### src/rtl/apb_bridge_pkg.sv
package apb_bridge_pkg;
  localparam int DATA_W = 32;

  typedef enum logic [2:0] {
    ST_IDLE, ST_CWR, ST_PEND, ST_SETUP, ST_ACCESS, ST_ERRA, ST_ERRB
  } br_state_t;

  typedef enum logic [1:0] {CLS_ERR, CLS_CTRL, CLS_PERIPH} xfer_cls_t;

  // copy the addressed byte or halfword into every lane
  function automatic logic [DATA_W-1:0] widen_wdata(input logic [1:0] size,
                                                    input logic [1:0] lane,
                                                    input logic [DATA_W-1:0] d);
    logic [7:0]  b;
    logic [15:0] h;
    b = d[{lane, 3'b000} +: 8];
    h = d[{lane[1], 4'b0000} +: 16];
    case (size)
      2'd0:    return {4{b}};
      2'd1:    return {2{h}};
      default: return d;
    endcase
  endfunction
endpackage

### src/rtl/apb_ce_gen.sv
module apb_ce_gen #(
  parameter int CODE_W   = 3,
  parameter int MAX_CODE = 4
) (
  input  logic              clk,
  input  logic              rst,
  input  logic [CODE_W-1:0] div_code,
  output logic              ce
);
  localparam int CNT_W = MAX_CODE;

  logic [CNT_W-1:0] cnt;
  logic [CNT_W:0]   pow;
  logic [CNT_W-1:0] mask;

  always_ff @(posedge clk) begin
    if (rst) cnt <= '0;
    else     cnt <= cnt + 1'b1;
  end

  always_comb begin
    pow  = (CNT_W+1)'(1) << div_code;
    mask = pow[CNT_W-1:0] - CNT_W'(1);
    ce   = (cnt & mask) == '0;
  end


  ce_gap_chk: assert property (@(posedge clk) disable iff (rst)
    (ce && div_code != '0) |=> (!ce || div_code != $past(div_code)));
endmodule

### src/rtl/apb_win_decode.sv
module apb_win_decode
  import apb_bridge_pkg::*;
#(
  parameter int          NUM_PERIPH = 4,
  parameter logic [2:0]  REGION     = 3'd2,
  parameter logic [3:0]  CTRL_WIN   = 4'hF,
  localparam int         IDX_W      = (NUM_PERIPH > 1) ? $clog2(NUM_PERIPH) : 1
) (
  input  logic [31:0]           addr,
  input  logic [2:0]            size,
  input  logic [NUM_PERIPH-1:0] clk_en,
  output xfer_cls_t             cls,
  output logic [IDX_W-1:0]      idx
);
  logic [3:0] win;

  always_comb begin
    win = addr[15:12];
    idx = win[IDX_W-1:0];
    cls = CLS_ERR;
    if (addr[31:29] == REGION && addr[28:16] == '0 && size <= 3'd2) begin
      if (win == CTRL_WIN) begin
        if (addr[11:3] == '0) cls = CLS_CTRL;
      end else if (32'(win) < NUM_PERIPH) begin
        if (clk_en[idx]) cls = CLS_PERIPH;
      end
    end
  end
endmodule

### src/rtl/ahb_apb_bridge.sv
module ahb_apb_bridge
  import apb_bridge_pkg::*;
#(
  parameter int         NUM_PERIPH = 4,
  parameter logic [2:0] REGION     = 3'd2,
  parameter logic [3:0] CTRL_WIN   = 4'hF,
  parameter int         PADDR_W    = 12
) (
  input  logic                       clk,
  input  logic                       rst,
  input  logic                       ahb_sel,
  input  logic [31:0]                ahb_addr,
  input  logic [1:0]                 ahb_trans,
  input  logic                       ahb_write,
  input  logic [2:0]                 ahb_size,
  input  logic [31:0]                ahb_wdata,
  input  logic                       ahb_ready_in,
  output logic                       ahb_ready_out,
  output logic                       ahb_resp,
  output logic [31:0]                ahb_rdata,
  output logic [NUM_PERIPH-1:0]      apb_sel,
  output logic                       apb_enable,
  output logic                       apb_write,
  output logic [PADDR_W-1:0]         apb_addr,
  output logic [31:0]                apb_wdata,
  input  logic [NUM_PERIPH*32-1:0]   apb_rdata,
  input  logic [NUM_PERIPH-1:0]      apb_ready,
  input  logic [NUM_PERIPH-1:0]      apb_slverr
);
  localparam int IDX_W    = (NUM_PERIPH > 1) ? $clog2(NUM_PERIPH) : 1;
  localparam int CODE_W   = 3;
  localparam int MAX_CODE = 4;

  br_state_t             state;
  logic [NUM_PERIPH-1:0] clk_en_q, en_next;
  logic [CODE_W-1:0]     div_q, div_next;
  logic [IDX_W-1:0]      cur_idx, dec_idx;
  logic [1:0]            cur_size, cur_lane;
  logic                  cur_off;
  xfer_cls_t             dec_cls;
  logic                  ce, accept, open_slot;
  logic [31:0]           wide, sel_rdata;
  logic                  sel_ready, sel_err;

  apb_ce_gen #(.CODE_W(CODE_W), .MAX_CODE(MAX_CODE)) u_ce (
    .clk(clk), .rst(rst), .div_code(div_q), .ce(ce));

  apb_win_decode #(.NUM_PERIPH(NUM_PERIPH), .REGION(REGION), .CTRL_WIN(CTRL_WIN)) u_dec (
    .addr(ahb_addr), .size(ahb_size), .clk_en(en_next), .cls(dec_cls), .idx(dec_idx));

  always_comb begin
    wide      = widen_wdata(cur_size, cur_lane, ahb_wdata);
    open_slot = (state == ST_IDLE) || (state == ST_CWR) || (state == ST_ERRB);
    accept    = open_slot && ahb_sel && ahb_trans[1] && ahb_ready_in;
    sel_rdata = apb_rdata[32*int'(cur_idx) +: 32];
    sel_ready = apb_ready[cur_idx];
    sel_err   = apb_slverr[cur_idx];
    en_next   = clk_en_q;
    div_next  = div_q;
    if (state == ST_CWR) begin
      if (!cur_off)                                  en_next  = wide[NUM_PERIPH-1:0];
      else if (32'(wide[CODE_W-1:0]) <= MAX_CODE)    div_next = wide[CODE_W-1:0];
    end
  end

  always_ff @(posedge clk) begin
    if (rst) begin
      state <= ST_IDLE;  ahb_ready_out <= 1'b1;  ahb_resp <= 1'b0;  ahb_rdata <= '0;
      apb_sel <= '0;  apb_enable <= 1'b0;  apb_write <= 1'b0;  apb_addr <= '0;
      apb_wdata <= '0;  clk_en_q <= '0;  div_q <= '0;  cur_idx <= '0;
      cur_size <= '0;  cur_lane <= '0;  cur_off <= 1'b0;
    end else begin
      clk_en_q <= en_next;
      div_q    <= div_next;
      case (state)
        ST_IDLE, ST_CWR, ST_ERRB: begin
          ahb_ready_out <= 1'b1;
          ahb_resp      <= 1'b0;
          state         <= ST_IDLE;
          if (accept) begin
            cur_idx   <= dec_idx;
            cur_size  <= ahb_size[1:0];
            cur_lane  <= ahb_addr[1:0];
            cur_off   <= ahb_addr[2];
            apb_addr  <= {ahb_addr[PADDR_W-1:2], 2'b00};
            apb_write <= ahb_write;
            case (dec_cls)
              CLS_CTRL: begin
                ahb_rdata <= ahb_addr[2] ? 32'(div_next) : 32'(en_next);
                state     <= ahb_write ? ST_CWR : ST_IDLE;
              end
              CLS_PERIPH: begin
                ahb_ready_out <= 1'b0;
                state         <= ST_PEND;
              end
              default: begin
                ahb_ready_out <= 1'b0;
                ahb_resp      <= 1'b1;
                state         <= ST_ERRA;
              end
            endcase
          end
        end
        ST_PEND: begin
          apb_wdata <= wide;
          if (ce) begin
            apb_sel <= NUM_PERIPH'(1) << cur_idx;
            state   <= ST_SETUP;
          end
        end
        ST_SETUP: if (ce) begin
          apb_enable <= 1'b1;
          state      <= ST_ACCESS;
        end
        ST_ACCESS: if (ce && sel_ready) begin
          apb_sel    <= '0;
          apb_enable <= 1'b0;
          ahb_rdata  <= sel_rdata;
          if (sel_err) begin
            ahb_resp <= 1'b1;
            state    <= ST_ERRA;
          end else begin
            ahb_ready_out <= 1'b1;
            state         <= ST_IDLE;
          end
        end
        ST_ERRA: begin
          ahb_ready_out <= 1'b1;
          ahb_resp      <= 1'b1;
          state         <= ST_ERRB;
        end
        default: state <= ST_IDLE;
      endcase
    end
  end


  enable_needs_sel_chk: assert property (@(posedge clk) disable iff (rst)
    apb_enable |-> (apb_sel != '0));

  sel_onehot_chk: assert property (@(posedge clk) disable iff (rst) $onehot0(apb_sel));

  setup_before_access_chk: assert property (@(posedge clk) disable iff (rst)
    $rose(apb_enable) |-> (apb_sel == $past(apb_sel)));

  sel_gated_chk: assert property (@(posedge clk) disable iff (rst)
    (apb_sel & ~clk_en_q) == '0);

  err_two_cycle_chk: assert property (@(posedge clk) disable iff (rst)
    (ahb_resp && !ahb_ready_out) |=> (ahb_resp && ahb_ready_out));

  stall_during_apb_chk: assert property (@(posedge clk) disable iff (rst)
    (apb_sel != '0) |-> !ahb_ready_out);
endmodule

### config.mk
export PLATFORM = sky130hd
export DESIGN_NAME = ahb_apb_bridge
export DESIGN_NICKNAME = d
export VERILOG_FILES = /design/src/rtl/apb_bridge_pkg.sv /design/src/rtl/apb_ce_gen.sv /design/src/rtl/apb_win_decode.sv /design/src/rtl/ahb_apb_bridge.sv
export SDC_FILE = /design/constraint.sdc
export NUM_CORES = 1
export LEC_CHECK = 0
export ABC_AREA = 0
export ABC_CLOCK_PERIOD_IN_PS = 3990
export BUFFER_PORTS_ARGS = -buffer_cell sky130_fd_sc_hd__buf_2
export CAP_MARGIN = 20
export CORE_AREA = 8 8 121 123
export DETAILED_ROUTE_END_ITERATION = 8
export DIE_AREA = 0 0 129 131
export GPL_ROUTABILITY_DRIVEN = 0
export PLACE_DENSITY = 0.86
export SLEW_MARGIN = 20
export SYNTH_ARGS = -nofsm -noshare
export SYNTH_HDL_FRONTEND = slang
export SYNTH_HIERARCHICAL = 1
export SYNTH_SLANG_ARGS = --single-unit
### constraint.sdc
create_clock -name clk -period 3.99 [get_ports clk]
set_input_delay 1.197 -clock clk [delete_from_list [all_inputs] [get_ports clk]]
set_output_delay 1.197 -clock clk [all_outputs]
set_load 0.02 [all_outputs]
==> Word level (Yosys, flattened, before mapping) <==
Index checks and enable logic that the tools add are counted.
W data, S select, Z words.
{ "word_totals": {"ff_bits": 103, "in_bits": 210, "output_inout_bits": 84, "wordCells": 119} }
{ "classes": {"n_addsub": 2, "magnitude_cmp": 5, "n_eq_ne": 18, "shift": 5, "mux": 46, "bitwise": 1, "reduce_logical": 26} }
{ "op_table": {"columns": ["op", "n"], "rows": [
  ["$pmux W32 S2", 2],
  ["$shiftx A128 B8 Y32", 1],
  ["$mux W32", 3],
  ["$shiftx A32 B6 Y16", 1],
  ["$shiftx A32 B6 Y8", 1],
  ["$mux W3", 8],
  ["$mux W4", 5],
  ["$mux W1", 15],
  ["$pmux W3 S5", 1],
  ["$reduce_and A3 Y1", 5],
  ["$logic_not A13 Y1", 1],
  ["$ne A2 B2 Y1 const B", 6],
  ["$eq A3 B2 Y1 const B", 3],
  ["$eq A3 B3 Y1 const B", 3],
  ["$logic_not A9 Y1", 1],
  ["$mux W2", 4],
  ["$pmux W4 S2", 1],
  ["$bmux W1 S2", 3],
  ["$logic_and A1 B1 Y1", 6],
  ["$lt A2 B3 Y1 const B", 2],
  ["$pmux W1 S3", 2],
  ["$pmux W3 S2", 1],
  ["$reduce_bool A2 Y1", 3],
  ["$add A4 B1 Y4 const B", 1],
  ["other kinds (22)", 24]
]} }

==> Depth between registers and ports, before layout <==
{ "depth": {"ltp_word": 15, "mapped_depth": 17, "mapped_depth_nobuf": 16} }

==> Cells and area by module <==
The synthesis kept the hierarchy.
{ "modules_own_cells": {"columns": ["module", "n_inst", "cells_each", "area_per_inst_um2", "seq_area_each_um2"], "rows": [
  ["ahb_apb_bridge", 1, 564, 5297.6, 1961.9],
  ["apb_ce_gen", 1, 22, 207.7, 80.1],
  ["apb_win_decode", 1, 19, 138.9, 0.0]
]} }

==> Worst setup path after synthesis <==
Ideal clock, no wire load.
{ "synth_path": {"kind": "in2reg", "from": "input ahb_wdata[18]", "to": "register ahb_rdata[1]", "setup_ps": 131, "t_arrival_ps": 3594, "required_ps": 3859, "slack_ps": 265, "stages": 14, "path_buffers": 2, "cell_sequence": "or4_1 -> o211a_2 -> mux2i_4 -> inv_1 -> mux4_2 -> nand2_1 -> nor4_1 -> inv_1 -> ha_1 -> a21oi_1 -> buf_4 -> buf_4 -> o31ai_2 -> o41ai_2"} }
{ "synth_via": {"elab_chain_len": 13, "elab_cells_between_ends": 22, "cone_classes": "order compare (1); eq/ne (2); shift (2); mux (16); reduce/logical (1)"} }
{ "synth_rtl": {"columns": ["element", "line_no", "rtl"], "rows": [
  ["from (decl)", "ahb_apb_bridge.sv:16", "input logic [31:0] ahb_wdata,"],
  ["$shiftx A32 B6 Y16 or $shiftx A32 B6 Y8 (tied branches)", "apb_bridge_pkg.sv:17, apb_bridge_pkg.sv:16", null],
  ["$pmux W32 S2 *", "apb_bridge_pkg.sv:18", "case (size)"],
  ["$mux W4 *", "ahb_apb_bridge.sv:61", "if (!cur_off) en_next = wide[NUM_PERIPH-1:0];"],
  ["$mux W4 *", "ahb_apb_bridge.sv:60", "if (state == ST_CWR) begin"],
  ["named net en_next[2]", "ahb_apb_bridge.sv:35", "logic [NUM_PERIPH-1:0] clk_en_q, en_next;"],
  ["$bmux W1 S2 *", "apb_win_decode.sv:25", "if (clk_en[idx]) cls = CLS_PERIPH;"],
  ["$mux W1 (implied by the code) *", "apb_win_decode.sv:25", null],
  ["$mux W2 *", "apb_win_decode.sv:25", null],
  ["$mux W2 *", "apb_win_decode.sv:24", "end else if (32'(win) < NUM_PERIPH) begin"],
  ["$mux W2 *", "apb_win_decode.sv:22", "if (win == CTRL_WIN) begin"],
  ["$mux W2 *", "apb_win_decode.sv:21", "if (addr[31:29] == REGION && addr[28:16] == '0 && size <= 3'd2) begin"],
  ["named net dec_cls[1]", "ahb_apb_bridge.sv:40", "xfer_cls_t dec_cls;"],
  ["$eq A2 B1 Y1 *", "ahb_apb_bridge.sv:87", "case (dec_cls)"],
  ["$ne A2 B1 Y1 (no line) *", null, null],
  ["$reduce_and A4 Y1 (no line) *", null, null],
  ["to (signal assigned)", "ahb_apb_bridge.sv:89", "ahb_rdata <= ahb_addr[2] ? 32'(div_next) : 32'(en_next);"],
  ["to (signal assigned)", "ahb_apb_bridge.sv:118", "ahb_rdata <= sel_rdata;"],
  ["to (decl)", "ahb_apb_bridge.sv:20", "output logic [31:0] ahb_rdata,"]
]} }
The timed path passes the listed nets; every way through them passes the cells marked *. The select of a mux whose other input is x is not followed.
A chain may end at the register's enable or synchronous reset.

==> Worst setup path after layout <==
{ "layout_path": {"from": "register state[1]", "to": "register ahb_rdata[1]"} }
{ "layout_via": {"elab_chain_len": 11, "elab_cells_between_ends": 28, "cone_classes": "eq/ne (7); mux (12); reduce/logical (9)"} }
{ "layout_rtl": {"columns": ["element", "line_no", "rtl"], "rows": [
  ["from (decl)", "ahb_apb_bridge.sv:34", "br_state_t state;"],
  ["from (signal assigned)", "ahb_apb_bridge.sv:90", "state <= ahb_write ? ST_CWR : ST_IDLE;"],
  ["$eq A3 B1 Y1", "ahb_apb_bridge.sv:60", null],
  ["$mux W4", "ahb_apb_bridge.sv:60", null],
  ["named net en_next[3]", "ahb_apb_bridge.sv:35", null],
  ["$bmux W1 S2", "apb_win_decode.sv:25", null],
  ["$mux W1 (implied by the code)", "apb_win_decode.sv:25", null],
  ["$mux W2", "apb_win_decode.sv:25", null],
  ["$mux W2", "apb_win_decode.sv:24", null],
  ["$mux W2", "apb_win_decode.sv:22", null],
  ["$mux W2", "apb_win_decode.sv:21", null],
  ["named net dec_cls[1]", "ahb_apb_bridge.sv:40", null],
  ["$eq A2 B1 Y1", "ahb_apb_bridge.sv:87", null],
  ["$ne A2 B1 Y1 (no line)", null, null],
  ["$reduce_and A4 Y1 (no line)", null, null]
]} }
The timed path passes the listed nets, and every way through them passes these cells. The select of a mux whose other input is x is not followed.

==> metrics.yaml <==
cells_and_area:
  register_area_um2: 2040
  nNetsFinal: 1088
  synthToLayoutAreaGrowth_pct: 33.9
  fill_cells: 1125
  drive_gt1_frac: 0.451
  multi_input_area_um2: 3320
  final_util: 0.587
critical_path:
  cp_top_family: "compound AO/OA/AOI/OAI gates"
  critPathBufInv: 1
  required_ns: 4.19
  crit_cells: 12
  r2r_setup_slack_ns: 0.29
  crit_path_end_kind: "flop"
  worstReg2RegStart: "state[1]$_SDFFE_PP0P_"
  r2r-end: "ahb_rdata[1]$_SDFFE_PP0P_"
  path_cells: "or2_4, or3b_1, o31ai_4, mux4_2, nand2_1, nor4_1, inv_1, ha_1, a21oi_4, a21oi_1, o31ai_2, o41ai_2"
  arrival_ns: 3.89
  path_max_fanout: 23
  critical-path-slowest-cell: "or3b_1"
  r2r_cells: 12
  critical_path_class: "flop to flop"
  max_stage_delay_ns: 0.59
  start_kind: "flop"
grt:
  grt_pass1_vias: 5839
  grtUsageTotal: 0.228
  grt_antenna_before_repair: 2
  grt_pass1_wl_um: 30100
  grt_overflow_total: 0
  grt_max_degree: 72
cts:
  clock_sinks: 102
  cts_root_buffer: "clkbuf_16"
  post-cts-setup-buffers: 0
  tritoncts: "built"
  insertion_delay_ns: 0.34
  cts_hold_buf: 0
  ctsResizeCount: 0
  cts-htree-levels: 3
  clock_path_buffers: 2
  clk_pin_slew_ns: 0.08
  numCtsBuffers: 9
routing:
  via_per_inst: 5.54
  ant_nets: 0
  drt-total-wl_um: 19900
  first_pass_iters: 5
  drt_iter0_drc: 447
  vias: 5851
  wl_per_cell_um: 18.9
  route.detailed.drc: 0
logic_synthesis:
  syn_area_per_cell_um2: 9.33
  synth_common_cells: "dfxtp_1 (102), nand2_1 (92), nor2_1 (78)"
  synth_edf_count: 0
  synthFlopType: "dfxtp_1"
  synthCells: 605
  synth_area_um2: 5640
  synth_most_common_cell: "dfxtp_1"
  yosysTopAreaCellShare: 0.362
  synthDistinctLibCells: 60
  yosysSeqAreaShare: 0.362
  ys_warn_count: 6
  yosys-top-cells-area: "dfxtp_1 (36%), mux4_2 (19%), nand2_1 (6.1%)"
  synth_seq_cells: 102
  synth_top_cell_by_area: "dfxtp_1"
  async_flop_share: 0
timing:
  finalHoldViolations: 0
  fin_crit_ns: 3.70
  worst_pin_slew_ns: 0.868
  rsz0062_at_grt: "no"
  relSlewSlack: 0.421
  skew_ns: 0.00907
  period_share: 0.927
  max_freq_mhz: 270
  setup_tns_ns: 0
  setup_viol: 0
  slew_violations: 0
floorplanning:
  fp.coreArea_um2: 12900
  fp-row-count: 42
  die_y_um: 131
  die_area_um2: 16900
  die_w_um: 129
  initial_utilization: 0.438
  io_pins: 294
hold_path:
  holdPathStages: 2
  min_to: "apb_sel[0]$_SDFFE_PP0P_"
  min_path_type: "flop to flop"
  holdCritStartpoint: "apb_sel[0]$_SDFFE_PP0P_"
power_and_ir_drop:
  power_density_nw_per_um2: 337
  p_leak_nw: 3.21
  max-vdd-ir-drop_uv: 190
place:
  dpl.hpwl_um: 15900
  portBuffers: 290
flow_run:
  drv_cap: 0
outcome:
  status: "finished, final reports clean"
## layout make-up
| cell class | instances | share of cell area |
|---|---|---|
| multi-input combinational | 440 | 0.439 |
| sequential | 102 | 0.270 |
| timing repair buffer | 310 | 0.214 |
| clock buffer | 10 | 0.0316 |
| tap | 176 | 0.0291 |
| clock inverter | 6 | 0.00994 |
| inverter | 11 | 0.00546 |
| antenna | 2 | 0.000662 |
## report_power, final
part / internal [mW] / leakage [nW] / total [mW] / switching (mW)
registers: 1.06 / 0.827 / 1.09 / 0.0302
logic: 0.240 / 2.23 / 0.520 / 0.281
clock network: 0.516 / 0.152 / 0.931 / 0.415
total: 1.82 / 3.21 / 2.55 / 0.726
## cells in the final DEF, fill, tap and decap left out, types with 4 or more instances in the layout
cell type  count
ha_1           4
clkbuf_16      9
o21ai_0       13
nand2b_1       5
nor2b_1        5
mux4_2        47
inv_1         10
or4_1          4
a21oi_1       47
dfxtp_1      101
nand2_1       92
or3_1          5
nand3_1        4
a22oi_1       29
nor2_1        78
and2_1         5
mux2i_1        4
buf_4         20
a211oi_1      25
o211ai_1       6
buf_2        289
nor3_1         6
nor4_1         5
## per-stage QoR
step | area [um^2] | total power, mW | worst slack [ns] | hold WS, ns | std cells
finish | 7560 | 2.55 | 0.292 | 0.450 | 1057
CTS | 7550 | 2.56 | 0.243 | 0.452 | 1055
floorplan | 5650 | 1.42 | 0.265 | 0.439 | 606
detailed placement | 7240 | 1.64 | -0.0595 | 0.441 | 1039
global placement | 7240 | 1.62 | 0.0246 | 0.437 | 1039
global route | 7560 | 2.66 | 0.00625 | 0.471 | 1057
## worst max path at each step
stage / startpoint / end / slack (ns)
after CTS: state[1]$_SDFFE_PP0P_ / ahb_rdata[1]$_SDFFE_PP0P_ / 0.24
after detailed placement: ahb_wdata[11] / ahb_rdata[1]$_SDFFE_PP0P_ / -0.06
final: state[1]$_SDFFE_PP0P_ / ahb_rdata[1]$_SDFFE_PP0P_ / 0.29
after global placement: ahb_wdata[27] / ahb_rdata[1]$_SDFFE_PP0P_ / 0.02
after floorplan: ahb_wdata[18] / ahb_rdata[1]$_SDFFE_PP0P_ / 0.26
after global routing: state[1]$_SDFFE_PP0P_ / ahb_rdata[1]$_SDFFE_PP0P_ / 0.006
## worst min-delay path, stage by stage (launching register included)
cell and delay (ns):
dfxtp_1 0.31, nand2_1 0.05, a21oi_1 0.05
## cell families (layout without fill, tap and decap cells)
family / after synthesis / in the layout / share of synthesized area
buffers and inverters: 64 / 337 / 0.0539
XOR/XNOR: 3 / 3 / 0.00466
other: 1 / 4 / 0.000664
multiplexers: 54 / 54 / 0.203
adder cells (fa/ha/maj): 4 / 4 / 0.00887
AND/OR/NAND/NOR: 227 / 227 / 0.184
AO/OA/AOI/OAI: 150 / 150 / 0.183
flip-flops: 102 / 102 / 0.362
## per-layer routing
metal	vias up	global-route usage	wire, um
met5	-	0	0
met4	0	0.113	741
met3	44	0.0662	1740
met2	292	0.397	10100
met1	2746	0.251	7380
li1	2769	-	-
## flip-flops by register name, summed over array words and instances (netlist names), 3 cells and up
name	cells
apb_wdata	32
div_q	3
apb_addr	10
apb_sel	4
clk_en_q	4
ahb_rdata	32
u_ce/cnt	4
state	3
Note: power is estimated with default switching activity, not from simulation.
